## config.mk

```make
export PLATFORM = sky130hd
export DESIGN_NAME = ilv_line_fill
export DESIGN_NICKNAME = d
export VERILOG_FILES = /design/src/rtl/ilv_line_fill.sv
export SDC_FILE = /design/constraint.sdc
export NUM_CORES = 1
export LEC_CHECK = 0
export ABC_AREA = 0
export BUFFER_PORTS_ARGS = -buffer_cell sky130_fd_sc_hd__buf_2
export CAP_MARGIN = 20
export CORE_UTILIZATION = 45
export DETAILED_ROUTE_END_ITERATION = 16
export PLACE_DENSITY = 0.81
export SLEW_MARGIN = 10
export SYNTH_ARGS = -nofsm -noshare
export SYNTH_HDL_FRONTEND = slang
export SYNTH_SLANG_ARGS = --single-unit
```

## constraint.sdc

```tcl
create_clock -name clk -period 3.8 [get_ports clk]
set_input_delay 0.95 -clock clk [delete_from_list [all_inputs] [get_ports clk]]
set_output_delay 0.95 -clock clk [all_outputs]
set_load 0.01 [all_outputs]
```

## src/rtl/ilv_line_fill.sv

```systemverilog
module ilv_line_fill #(
  parameter int DW     = 32,
  parameter int WORDS  = 4,
  parameter int LA_W   = 28,
  parameter int T_ADDR = 2,
  parameter int T_ACC  = 50,
  parameter int T_XFER = 2,
  localparam int IW    = $clog2(WORDS)
) (
  input  logic                  clk,
  input  logic                  rst_n,
  input  logic                  fill_req,
  input  logic [LA_W-1:0]       line_addr,
  input  logic                  narrow_mode,
  output logic                  ready,
  output logic                  word_valid,
  output logic [IW-1:0]         word_idx,
  output logic [DW-1:0]         word_data,
  output logic                  fill_done,
  output logic [LA_W-1:0]       bank_addr,
  output logic [WORDS-1:0]      bank_sel,
  input  logic [WORDS*DW-1:0]   bank_rdata
);

  localparam int TMAX = (T_ACC > T_ADDR) ? ((T_ACC > T_XFER) ? T_ACC : T_XFER)
                                         : ((T_ADDR > T_XFER) ? T_ADDR : T_XFER);
  localparam int CW = $clog2(TMAX + 1);

  typedef enum logic [2:0] {S_IDLE, S_ADDR, S_ACCESS, S_XFER, S_DONE} st_t;

  st_t             st;
  logic [CW-1:0]   cnt;
  logic [IW-1:0]   widx;
  logic            mode_q;
  logic [LA_W-1:0] addr_q;
  logic [DW-1:0]   wbuf [WORDS];

  wire addr_end = (cnt == CW'(T_ADDR - 1));
  wire acc_end  = (cnt == CW'(T_ACC - 1));
  wire xfer_end = (cnt == CW'(T_XFER - 1));
  wire last_w   = (widx == IW'(WORDS - 1));

  assign ready      = (st == S_IDLE);
  assign fill_done  = (st == S_DONE);
  assign word_valid = (st == S_XFER) && xfer_end;
  assign word_idx   = widx;
  assign word_data  = wbuf[widx];
  assign bank_addr  = addr_q;
  assign bank_sel   = (st != S_ACCESS) ? '0 :
                      mode_q ? (WORDS'(1) << widx) : {WORDS{1'b1}};

  always_ff @(posedge clk or negedge rst_n) begin
    if (!rst_n) begin
      st     <= S_IDLE;
      cnt    <= '0;
      widx   <= '0;
      mode_q <= 1'b0;
      addr_q <= '0;
    end else begin
      case (st)
        S_IDLE: if (fill_req) begin
          addr_q <= line_addr;
          mode_q <= narrow_mode;
          widx   <= '0;
          cnt    <= '0;
          st     <= S_ADDR;
        end
        S_ADDR: begin
          cnt <= addr_end ? '0 : cnt + 1'b1;
          if (addr_end) st <= S_ACCESS;
        end
        S_ACCESS: begin
          cnt <= acc_end ? '0 : cnt + 1'b1;
          if (acc_end) st <= S_XFER;
        end
        S_XFER: begin
          cnt <= xfer_end ? '0 : cnt + 1'b1;
          if (xfer_end) begin
            if (last_w) st <= S_DONE;
            else begin
              widx <= widx + 1'b1;
              st   <= mode_q ? S_ACCESS : S_XFER;
            end
          end
        end
        default: st <= S_IDLE;
      endcase
    end
  end

  always_ff @(posedge clk) begin
    if (st == S_ACCESS && acc_end)
      for (int i = 0; i < WORDS; i++)
        if (bank_sel[i]) wbuf[i] <= bank_rdata[i*DW +: DW];
  end

endmodule

```

==> results.cfg <==
[run_status]
status = completed

[setup_path]
cp-startpoint = st[1]$_DFFE_PN0P_
regToRegEndpoint = wbuf[2][1]$_DFFE_PP_
r2r_cells = 6
crit_required_ps = 2850
critPathKind = reg2out
worst-path-max-fanout = 14
worstPathArrival_ps = 2050
rrSetupSlack_ps = 1240
cp-start-kind = flop
endpoint_kind = primary output
r2r_start = cnt[1]$_DFFE_PN0P_

[clock_tree]
clk_latency_ps = 410
cts_made_buffers = 17
clkSlewWorstSetupHoldPaths_ps = 60
cts_tree = built
clock_path_buffers = 2
ctsResizeCount = 0
postCtsSetupBuffers = 0
htreeDepth = 4
cts.sinks = 168
holdBufCountCts = 0
cts-root-buf = clkbuf_16

[synthesis]
syn_area_um2 = 6489
synthXorXnorAreaFrac_pct = 0.1350
postSynthAreaPerCell_um2 = 20.15
synthCells = 322
synth-edff-count = 128
synth_compound_area_share_pct = 2.352
synth_top_area_share_pct = 59.24
yosys.area_share.simple_pct = 3.529
async_reset_ff_share_pct = 23.81
yosysTopAreaCell = edfxtp_1
syn_nets = 488
ys.flop_type = edfxtp_1
synth_fa_ha_area_share_pct = 1.157
synthDistinctLibCells = 36
synthMuxAreaShare_pct = 16.31
ys_seq_area_share_pct = 74.66
yosys_register_bits = 168
synth_top_family_by_area = multiplexers
ys_warn_count = 0
synth_area_leaders = edfxtp_1, dfrtp_1, mux4_2

[global_routing]
grt_max_degree = 41
grt_pass1_vias = 4068
overflow = 0
grt_pass1_wl_um = 21960
antenna_found_initial = 2
grt_use_total_pct = 20.35

[sta]
final.period_utilization_pct = 79.07
fmaxAchievable_mhz = 332.8
clock_skew_ps = 10.32
report.final.setup_viol = 0
layout_min_cycle_time_ps = 3005
tightest_slew_ps = 899.2
drv_slew = 0
finalSetupTns_ps = 0
hold_viol = 0
rsz0062_at_grt = false
relSlewSlack_pct = 40.05

[routing]
wirelength_um = 14950
firstDrtPassIters = 4
routedWlPerCell_um = 19.77
drtIter0Drc = 311
drtAntennaViolNets = 0
vias = 3980
routed_via_density = 5.265
drc_errors = 0

[floorplan]
core_area_um2 = 13990
start_util_pct = 46.39
core.rowCount = 43
die_area_um2 = 14900
io_pins = 229
die_height_um = 122.1
die_width_um = 122.1

[cells_and_area]
stdcell_count = 756
layout_commonest_cell = buf_2
drive_gt1_share_pct = 59.13
fin_nets = 728
final_cell_mix = buf_2, edfxtp_1, dfrtp_1
multi_input_area_um2 = 1574
fillCellCount = 1005
seqCellArea_um2 = 4847
area_growth_pct = 30.37

[power_and_ir_drop]
power_density_nw_per_um2 = 648.1
ir_worst_vdd_mv = 0.4896
leakagePower_nw = 3.402

[min_path]
hold_path.class = reg2reg
holdPathStages = 1
hp-start = bank_addr[26]$_DFFE_PN0P_
hold_end = bank_addr[26]$_DFFE_PN0P_

[place]
placedCellCount = 723
portBuffers = 228
globalplace.congestion = 0.8374
dp_hpwl_um = 10530

[job]
drv_cap = 0
==> metal layers <==
layer | vias up | global-route usage (%) | routed length (um) | part of all wire (%)
li1 | 1754 | - | - | -
met1 | 1977 | 24.90 | 5821 | 39
met2 | 232 | 34.25 | 7421 | 50
met3 | 15 | 7.491 | 1590 | 11
met4 | 2 | 4.802 | 106 | 0.71
met5 | - | 0 | 10 | 0.067
==> layout make-up <==
type / instances / area share [%]
Multi-Input combinational cell: 130 / 18.61
Tap cell: 180 / 2.662
Clock buffer: 22 / 5.502
Antenna cell: 1 / 0.02958
Sequential cell: 168 / 57.30
Timing Repair Buffer: 234 / 14.32
Inverter: 11 / 0.4881
Clock inverter: 10 / 1.095
==> Yosys cell counts, drive strengths merged (2+ instances only) <==
| master | n |
|---|---|
| a211oi | 4 |
| a21oi | 7 |
| a31oi | 2 |
| buf | 12 |
| mux2 | 30 |
| edfxtp | 128 |
| ha | 6 |
| nor3 | 5 |
| o21ai | 6 |
| dfrtp | 40 |
| mux4 | 32 |
| nand3 | 8 |
| nor2 | 7 |
| nor3b | 3 |
| nand2 | 9 |
| inv | 11 |
==> worst max-delay path, cell delays in order (launching register included) <==
cell and delay, ps:
dfrtp_1 600, nand3_1 500, a21oi_1 360, buf_2 190
==> stage by stage <==
| step | area (um^2) | setup slack, ps | hold WS [ps] | power [mW] | util, % |
|---|---|---|---|---|---|
| floorplan | 6509 | 884.7 | 488.5 | 3.334 | - |
| global placement | 7899 | 1244 | 472.6 | 3.852 | 56.47 |
| detailed placement | 7899 | 1210 | 480.4 | 3.902 | 56.47 |
| CTS | 8457 | 753.2 | 495.3 | 5.541 | 60.46 |
| global route | 8459 | 636.8 | 521.1 | 5.751 | 60.47 |
| finish | 8459 | 795.2 | 485.4 | 5.482 | 60.47 |
==> logic make-up (layout without fill, tap and decap cells) <==
logic type               after synthesis  after routing
flip-flops                           168            168
multiplexers                          62             62
XOR/XNOR                               1              1
AND/OR/NAND/NOR                       37             37
other                                  0              1
adder cells (fa/ha/maj)                6              6
buffers and inverters                 24            277
AO/OA/AOI/OAI                         24             24
==> worst max-delay path by stage <==
stage               slack, ps              endpoint  cells after the start
floorplan                 880  wbuf[1][0]$_DFFE_PP_                      6
global placement         1240          word_data[3]                      3
detailed placement       1210          word_data[3]                      3
CTS                       750          word_data[3]                      3
global route              640           bank_sel[0]                      3
finish                    800           bank_sel[0]                      3
==> state kept, by name, indices dropped and copies added (netlist names) <==
signal     flops
word_idx       2
bank_addr     28
wbuf         128
mode_q         1
cnt            6
st             3
==> report_power, final <==
group / total (mW) / switching, mW / internal [mW]
sequential: 2.41 / 0.234 / 2.18
combinational: 1.45 / 0.685 / 0.760
clock: 1.62 / 0.680 / 0.944
total: 5.48 / 1.60 / 3.88
Power figures use the tool's default switching activity.
